`src/rtl/excl_mon_pkg.sv`:
```
package excl_mon_pkg;
   typedef enum logic [1:0] {
      OP_LDX = 2'd0,
      OP_STX = 2'd1,
      OP_ST  = 2'd2,
      OP_BAD = 2'd3
   } xop_e;

   typedef enum logic [1:0] {
      SZ_B   = 2'd0,
      SZ_H   = 2'd1,
      SZ_W   = 2'd2,
      SZ_BAD = 2'd3
   } xsz_e;
endpackage

```
`src/rtl/excl_gran_cmp.sv`:
```
module excl_gran_cmp #(
   parameter int AW       = 32,
   parameter int GRAN_LG2 = 2
) (
   input  logic [AW-1:0] a_i,
   input  logic [AW-1:0] b_i,
   output logic          eq_o
);
   generate
      if (GRAN_LG2 == 0) begin : g_exact
         assign eq_o = (a_i == b_i);
      end else begin : g_gran
         assign eq_o = (a_i[AW-1:GRAN_LG2] == b_i[AW-1:GRAN_LG2]);
      end
   endgenerate
endmodule

```
`src/rtl/excl_addr_gen.sv`:
```
module excl_addr_gen
   import excl_mon_pkg::*;
#(
   parameter int AW      = 32,
   parameter int OFFW    = 11,
   parameter int MAX_OFF = 1020
) (
   input  logic            valid_i,
   input  logic [1:0]      op_i,
   input  logic [1:0]      size_i,
   input  logic [AW-1:0]   base_i,
   input  logic [OFFW-1:0] off_i,
   input  logic            has_off_i,
   output logic [AW-1:0]   eff_o,
   output logic            illegal_o
);
   localparam int ALIGN_LG2 = 2;
   localparam logic [OFFW-1:0] OFF_LIMIT = OFFW'(MAX_OFF);

   logic            word_off;
   logic            off_ok;
   logic [AW-1:0]   off_ext;

   assign word_off = has_off_i && (size_i == SZ_W);
   assign off_ok   = (off_i[ALIGN_LG2-1:0] == '0) && (off_i <= OFF_LIMIT);
   assign off_ext  = {{(AW-OFFW){1'b0}}, off_i};

   always_comb begin
      eff_o = base_i;
      if (word_off) eff_o = base_i + off_ext;
   end

   always_comb begin
      illegal_o = 1'b0;
      if (valid_i) begin
         if (size_i == SZ_BAD)        illegal_o = 1'b1;
         if (op_i == OP_BAD)          illegal_o = 1'b1;
         if (word_off && !off_ok)     illegal_o = 1'b1;
      end
   end
endmodule

```
`src/rtl/excl_tag_store.sv`:
```
module excl_tag_store #(
   parameter int AW       = 32,
   parameter int GRAN_LG2 = 2
) (
   input  logic          clk,
   input  logic          rst_n,
   input  logic          ldx_i,
   input  logic          stx_i,
   input  logic          clrex_i,
   input  logic [AW-1:0] set_addr_i,
   input  logic [1:0]    set_size_i,
   input  logic          snoop_valid_i,
   input  logic [AW-1:0] snoop_addr_i,
   output logic          tag_valid_o,
   output logic [AW-1:0] tag_addr_o,
   output logic [1:0]    tag_size_o,
   output logic          kill_o
);
   logic snp_eq_tag;
   logic snp_eq_new;
   logic hit_tag;
   logic hit_new;

   excl_gran_cmp #(.AW(AW), .GRAN_LG2(GRAN_LG2)) u_cmp_tag (
      .a_i (snoop_addr_i),
      .b_i (tag_addr_o),
      .eq_o(snp_eq_tag)
   );

   excl_gran_cmp #(.AW(AW), .GRAN_LG2(GRAN_LG2)) u_cmp_new (
      .a_i (snoop_addr_i),
      .b_i (set_addr_i),
      .eq_o(snp_eq_new)
   );

   assign hit_tag = snoop_valid_i && tag_valid_o && snp_eq_tag;
   assign hit_new = snoop_valid_i && snp_eq_new;
   assign kill_o  = clrex_i || hit_tag;

   always_ff @(posedge clk or negedge rst_n) begin
      if (!rst_n) begin
         tag_valid_o <= 1'b0;
         tag_addr_o  <= '0;
         tag_size_o  <= '0;
      end else if (ldx_i) begin
         tag_valid_o <= !(clrex_i || hit_new);
         tag_addr_o  <= set_addr_i;
         tag_size_o  <= set_size_i;
      end else if (stx_i || kill_o) begin
         tag_valid_o <= 1'b0;
      end
   end

   AST_STX_OPENS: assert property (@(posedge clk) disable iff (!rst_n)
      stx_i |=> !tag_valid_o);
   AST_CLREX_OPENS: assert property (@(posedge clk) disable iff (!rst_n)
      clrex_i |=> !tag_valid_o);
   AST_SNOOP_OPENS: assert property (@(posedge clk) disable iff (!rst_n)
      (snoop_valid_i && tag_valid_o && snp_eq_tag && !ldx_i) |=> !tag_valid_o);
   AST_QUIET_HOLDS: assert property (@(posedge clk) disable iff (!rst_n)
      (!ldx_i && !stx_i && !clrex_i && !snoop_valid_i)
         |=> ($stable(tag_valid_o) && $stable(tag_addr_o) && $stable(tag_size_o)));
endmodule

```
`src/rtl/excl_mon_unit.sv`:
```
module excl_mon_unit
   import excl_mon_pkg::*;
#(
   parameter int AW       = 32,
   parameter int DW       = 32,
   parameter int OFFW     = 11,
   parameter int MAX_OFF  = 1020,
   parameter int GRAN_LG2 = 2
) (
   input  logic            clk,
   input  logic            rst_n,
   input  logic            req_valid,
   input  logic [1:0]      req_op,
   input  logic [1:0]      req_size,
   input  logic [AW-1:0]   req_base,
   input  logic [OFFW-1:0] req_offset,
   input  logic            req_has_off,
   input  logic [DW-1:0]   req_wdata,
   input  logic            snoop_valid,
   input  logic [AW-1:0]   snoop_addr,
   input  logic            clrex,
   output logic [AW-1:0]   eff_addr,
   output logic            mem_we,
   output logic [DW-1:0]   mem_wdata,
   output logic            status_valid,
   output logic            status,
   output logic            illegal
);
   generate
      if (OFFW >= AW) begin : g_bad_offw
         $error("OFFW must be narrower than AW");
      end
      if (MAX_OFF >= (1 << OFFW)) begin : g_bad_max
         $error("MAX_OFF does not fit in OFFW bits");
      end
      if (GRAN_LG2 >= AW || GRAN_LG2 < 0) begin : g_bad_gran
         $error("GRAN_LG2 out of range");
      end
   endgenerate

   logic            ok;
   logic            is_ldx;
   logic            is_stx;
   logic            is_st;
   logic            tag_valid;
   logic [AW-1:0]   tag_addr;
   logic [1:0]      tag_size;
   logic            kill;
   logic            pass;

   excl_addr_gen #(.AW(AW), .OFFW(OFFW), .MAX_OFF(MAX_OFF)) u_agen (
      .valid_i  (req_valid),
      .op_i     (req_op),
      .size_i   (req_size),
      .base_i   (req_base),
      .off_i    (req_offset),
      .has_off_i(req_has_off),
      .eff_o    (eff_addr),
      .illegal_o(illegal)
   );

   assign ok     = req_valid && !illegal;
   assign is_ldx = ok && (req_op == OP_LDX);
   assign is_stx = ok && (req_op == OP_STX);
   assign is_st  = ok && (req_op == OP_ST);

   excl_tag_store #(.AW(AW), .GRAN_LG2(GRAN_LG2)) u_tags (
      .clk          (clk),
      .rst_n        (rst_n),
      .ldx_i        (is_ldx),
      .stx_i        (is_stx),
      .clrex_i      (clrex),
      .set_addr_i   (eff_addr),
      .set_size_i   (req_size),
      .snoop_valid_i(snoop_valid),
      .snoop_addr_i (snoop_addr),
      .tag_valid_o  (tag_valid),
      .tag_addr_o   (tag_addr),
      .tag_size_o   (tag_size),
      .kill_o       (kill)
   );

   assign pass = is_stx && tag_valid && !kill
                 && (tag_addr == eff_addr) && (tag_size == req_size);

   assign mem_we       = pass || is_st;
   assign mem_wdata    = req_wdata;
   assign status_valid = is_stx;
   assign status       = is_stx && !pass;

   AST_ILLEGAL_QUIET: assert property (@(posedge clk) disable iff (!rst_n)
      illegal |-> (!mem_we && !status_valid));
   AST_PASS_NEEDS_TAG: assert property (@(posedge clk) disable iff (!rst_n)
      (status_valid && !status) |-> tag_valid);
   AST_ILLEGAL_KEEPS_TAG: assert property (@(posedge clk) disable iff (!rst_n)
      (illegal && !clrex && !snoop_valid) |=> ($stable(tag_valid) && $stable(tag_addr)));
endmodule

```
`config.mk`:
```
export PLATFORM = sky130hd
export DESIGN_NAME = excl_mon_unit
export DESIGN_NICKNAME = d
export VERILOG_FILES = /design/src/rtl/excl_mon_pkg.sv /design/src/rtl/excl_gran_cmp.sv /design/src/rtl/excl_addr_gen.sv /design/src/rtl/excl_tag_store.sv /design/src/rtl/excl_mon_unit.sv
export SDC_FILE = /design/constraint.sdc
export NUM_CORES = 1
export LEC_CHECK = 0
export BUFFER_PORTS_ARGS = -buffer_cell sky130_fd_sc_hd__buf_2
export CORE_ASPECT_RATIO = 1.75
export CORE_MARGIN = 4
export CORE_UTILIZATION = 30
export DETAILED_ROUTE_END_ITERATION = 10
export SLEW_MARGIN = 0
export SYNTH_ARGS = -nofsm -noshare
export SYNTH_HDL_FRONTEND = slang
export SYNTH_SLANG_ARGS = --single-unit
```
`constraint.sdc`:
```
create_clock -name clk -period 5.9 [get_ports clk]
set_clock_uncertainty 0.15 [all_clocks]
set_input_delay 1.18 -clock clk [delete_from_list [all_inputs] [get_ports clk]]
set_output_delay 1.18 -clock clk [all_outputs]
set_load 0.01 [all_outputs]
```
# ---- After elaboration in Yosys (flattened, before gate mapping)
# Cells that the tools add are included.
dict set report totals {
  register_bits 35
  romBits 0
  input_bits 117
  mem_count 0
  latchBits 0
  wordCells 48
  out_inout_bits 68
  ram_bits 0
}
dict set report classes {
  order_cmp 1
  n_div 0
  muxes 7
  reduce_logical 27
  eq_ne 9
  addsub 1
  mul 0
  n_bitwise 0
  n_shift 0
}
# cell n
set op_table {}
lappend op_table {{$eq A30 B30 Y1} 2}
lappend op_table {{$add A32 B11 Y32} 1}
lappend op_table {{$eq A32 B32 Y1} 1}
lappend op_table {{$mux W32} 1}
lappend op_table {{$logic_and A1 B1 Y1} 15}
lappend op_table {{$le A11 B10 Y1 const B} 1}
lappend op_table {{$eq A2 B2 Y1 const B} 4}
lappend op_table {{$mux W1} 6}
lappend op_table {{$logic_not A1 Y1} 5}
lappend op_table {{$logic_not A2 Y1} 2}
lappend op_table {{$logic_or A1 B1 Y1} 4}
lappend op_table {{$eq A2 B1 Y1 const B} 1}
lappend op_table {{$eq A2 B2 Y1} 1}
lappend op_table {{$reduce_bool A2 Y1} 1}

# ---- Longest topological paths before layout
dict set report depth {
  ltp_word 15
  depth_mapped 12
  ltp_nobuf 12
}

# ---- Modules after synthesis
# From an unflattened synthesis, not the netlist that was laid out.
dict set report hier_totals {
  hier_cells 387
  area_unflattened_um2 3758.6
}
# module cells_per_inst area_per_inst_um2 seq_area_each_um2 instances
set modules_own_cells {}
lappend modules_own_cells {excl_tag_store 79 1331.3 875.8 1}
lappend modules_own_cells {excl_addr_gen 143 1046.0 0.0 1}
lappend modules_own_cells {excl_mon_unit 85 720.7 0.0 1}
lappend modules_own_cells {excl_gran_cmp 40 330.3 0.0 2}

# ---- Worst setup path after synthesis
# No wires, ideal clock.
dict set report synth_path {
  kind {input to output}
  startpoint {input port req_base[2]}
  endpoint {output port status}
  path_slack_ps 395
  t_arrival_ps 4175
  required_time_ps 4570
  path_buffers 1
  path_stages 11
  path_cell_list {ha_1 > o211ai_2 > o21a_4 > or4_1 > buf_2 > a211oi_1 > xnor2_1 > o2111ai_1 > or3_1 > or4_1 > and2_1}
}
dict set report synth_via {
  elab_chain_len 7
}
# element line_no
set synth_rtl {}
lappend synth_rtl {{start: declaration} excl_mon_unit.sv:15} ;# input logic [AW-1:0] req_base,
lappend synth_rtl {{$add A32 B11 Y32} excl_addr_gen.sv:30} ;# if (word_off) eff_o = base_i + off_ext;
lappend synth_rtl {{$mux W32 *} excl_addr_gen.sv:30}
lappend synth_rtl {{$eq A32 B32 Y1 *} excl_mon_unit.sv:84} ;# && (tag_addr == eff_addr) && (tag_size == req_size);
lappend synth_rtl {{$logic_and A1 B1 Y1 * (2 in series)} excl_mon_unit.sv:84}
lappend synth_rtl {{$logic_not A1 Y1 *} excl_mon_unit.sv:89} ;# assign status = is_stx && !pass;
lappend synth_rtl {{$logic_and A1 B1 Y1 *} excl_mon_unit.sv:89}
lappend synth_rtl {{end: declaration} excl_mon_unit.sv:26} ;# output logic status,
# Mark *: on every way between the ends. The rest lies on a longest branch, timed or not.

# ---- Final worst setup path
# Ends and elaborated chain as after synthesis.

==> metrics.md <==
| Metric | Value |
|---|---|
| I/O pins | 185 |
| Worst Path Arrival | between 4000 and 5000 ps |
| CORE AREA | 0.0164 mm² |
| Starting DRC count in detailed routing | approximately 330 |
| Setup crit start kind | primary input |
| Vias post-DR | 5398 |
| Final core utilization | ~39% |
| Clk buf depth | 2 |
| Layout cells sized above 1 | roughly a third |
| Post-route cell area | around 0.0063 mm² |
| IO buf count | around 120 |
| Mux cell area share after synthesis | under 10% |
| CP cell instances | buf_2 -> ha_1 -> o211ai_2 -> o21a_4 -> buf_4 -> or3_1 -> buf_4 -> a211o_1 -> xnor2_1 -> nor4_1 -> nand4_1 -> or4_4 -> and2_1 -> buf_2 |
| Number of flops mapped to enable cells by yosys | 0 |
| H-Tree Depth | 2 |
| Final setup viols | 0 |
| Met2 usage | a little over two fifths |
| CP max FO | 7 |
| Routed len/inst | ~21 µm |
| Worst setup margin | roughly 110 ps |
| First-pass GRT wire length | 32.0 mm |
| Final net count | 916 |
| Die area | between 0.015 and 0.02 mm² |
| DR pass1 iterations | 5 |
| Fmax | approximately 0.17 GHz |
| Initial cell density of the core | between 30% and 40% |
| Static Leak | around 2.7 nW |
| Yosys warnings | 0 |
| Slowest CP cell | or4_4 |
| Worst vdd ir | around 97 µV |
| Most common cell after layout, fill and taps aside | buf_2 |
| Post-Syn Instances | 641 |
| Crit path time final | roughly 5800 ps |
| Unique cell type count in the Yosys netlist | between 70 and 80 |
| Largest net degree at the start of global routing | slightly below 60 |
| Worst-path clk slew | approximately 60 ps |
| Top cells by area, synth | dfrtp_1, xnor2_1, xor2_1 |
| Slew Viols, Final | 0 |
| Flops & latches, synth | 35 |
| Cell Count, Final, Fillers Out | roughly 1.0k |
| Final Cycle Share | between 90% and 100% |
| Ys flop type | dfrtp_1 |
| TritonCTS clock tree | built |
| GRT Residual Overflow | 0 |
| CTS buffer count | 5 |
| XOR/XNOR Fraction of Synth Area | between 20% and 30% |
| Placed cell area | around 0.006 mm² |
| Hold Violations, Final | 0 |
| Simple-gate share of the synthesized area | a little under a quarter |
| Gr usage total | about 22% |
| Commonest cells after routing, fill and taps aside | buf_2, buf_4, xnor2_1 |
| Worst hold path type | flop to flop |
| Syn nets | 770 |
| Rel. slew slack | about a quarter |
| Vias in the first global route | between 5k and 6k |
| Setup tns final | 0 ps |
| Seq/Total Area, Yosys | about 18% |
| CP delay by family, top | simple AND/OR/NAND/NOR gates |
| Routed vias/inst | 5.34 |
| Final HPWL DP | 17.9 mm |
| Num Clock Sinks | 35 |
| Clock latency on the worst-skew pair | approximately 290 ps |
| ANT nets after route | 0 |
| Synthesized area per cell | 7.76 µm² |
| Synth Area in Compound Gates | around a fifth |
| Worst setup EP type | primary output |
| RSZ-0062 raised after global routing | false |
| Worst Tran Pin Value | 1110 ps |
| Ys async rst share | 100% |
| Yosys top cell area share | between 15 and 20% |
| # rows | 62 |
| Pwr per Cell Area | between 150 and 200 mW/mm² |
| Met1 usage in global routing | between 20% and 30% |
| Die W | between 100 and 150 µm |
| Grt met3 use | under 10% |
| Layout area overhead | 27.5% |
| Antenna violations before repair | 0 |
| Pre-CTS setup slack | -194 ps |
| Area leader, netlist | dfrtp_1 |
| Chip Height | about 180 µm |
| Syn Std Cell Area | about 0.0050 mm² |
| Largest family of logic cells by synthesized area | simple AND/OR/NAND/NOR gates |
| CP Buf/Inv Count | 4 |
| Root Buffer | clkbuf_16 |
| Status | finished clean |
| Residual DRC | 0 |
| Req. time, crit path | 4570 ps |
| Ant diodes | 0 |
| Total wire length | around 21 mm |
| Adder-Cell Fraction of Synth Area | ~3.2% |
| Placer Congestion | approximately 0.96 |
| MaxCap Viol Count | 0 |
| Gr busiest metal | met2 |
| WS Path Type | primary input to primary output |
| Largest stage delay on the critical path | roughly 560 ps |
| # placed instances | around 1.0k |
repair_timing:
action / 4_1_cts / 5_1_grt
pin swaps: 2 / 8
setup buffers: 1 / 1
setup endpoints to repair: 2 / 2
gates resized for setup: 10 / 6
hold buffers: 0 / 0
where the power goes:
| part | leakage (nW) | switching [mW] | internal, mW |
|---|---|---|---|
| sequential | 0.426 | 0.0779 | 0.291 |
| clock | 0.0628 | 0.112 | 0.152 |
| combinational | 2.20 | 0.317 | 0.274 |
state kept, by name, indices dropped and copies added, names as in the netlist:
register,count
u_tags.tag_valid_o,1
u_tags.tag_addr_o,32
u_tags.tag_size_o,2
kinds of logic after synthesis:
family	Yosys count
AOI/OAI and AO/OA	137
xor gates and xnor gates	118
adders and majority gates	12
buffers and inverters	105
DFF	35
muxes	21
and+or+nand+nor	213
cells in the mapped netlist, drive strengths merged (16+ instances only):
cell type  number
a21oi          22
buf            44
clkbuf         22
dfrtp          35
inv            39
nand2          54
nand3          17
nand4          25
nor2           33
nor4           16
o21ai          41
xnor2          85
xor2           30
cell type report:
type,count,area (µm²)
Multi-Input combinational cell,501,3650
Fill cell,1763,10000
Inverter,39,146
Timing Repair Buffer,205,1260
Sequential cell,35,876
Tap cell,224,280
Clock buffer,6,129
path summary, 6_finish.rpt:
check | to | slack [ps] | start | depth (start not counted)
min | u_tags.tag_addr_o[5] | 400 | u_tags.tag_addr_o[5] | 2
max reg2reg | u_tags.tag_valid_o | 2200 | u_tags.tag_addr_o[28] | 9
max | status | 110 | req_base[2] | 14
min in group asynchronous | u_tags.tag_size_o[1] | 890 | rst_n | 1
max in group asynchronous | u_tags.tag_addr_o[16] | 4120 | rst_n | 1
min reg2reg | u_tags.tag_addr_o[5] | 400 | u_tags.tag_addr_o[5] | 2
routing by layer:
metal / routed length (µm) / part of all wire (%)
met4: 1600 / 7.5
met3: 938 / 4.4
met1: 7160 / 33
met2: 11700 / 55
met5: 0 / 0
metrics by stage:
stage / total power [mW] / hold WS [ps]
after floorplan: 0.721 / 343
after global placement: 0.942 / 369
after global routing: 1.29 / 419
after CTS: 1.22 / 396
after detailed placement: 0.947 / 381
final: 1.22 / 397
worst reg2reg max path, delay by kind of cell, from the launching register on:
kind	cells	cell delay (ps)
XOR/XNOR	1	280
AND/OR/NAND/NOR	5	1990
flip-flops	1	420
AO/OA/AOI/OAI	3	740
Power figures use the tool's default switching activity.
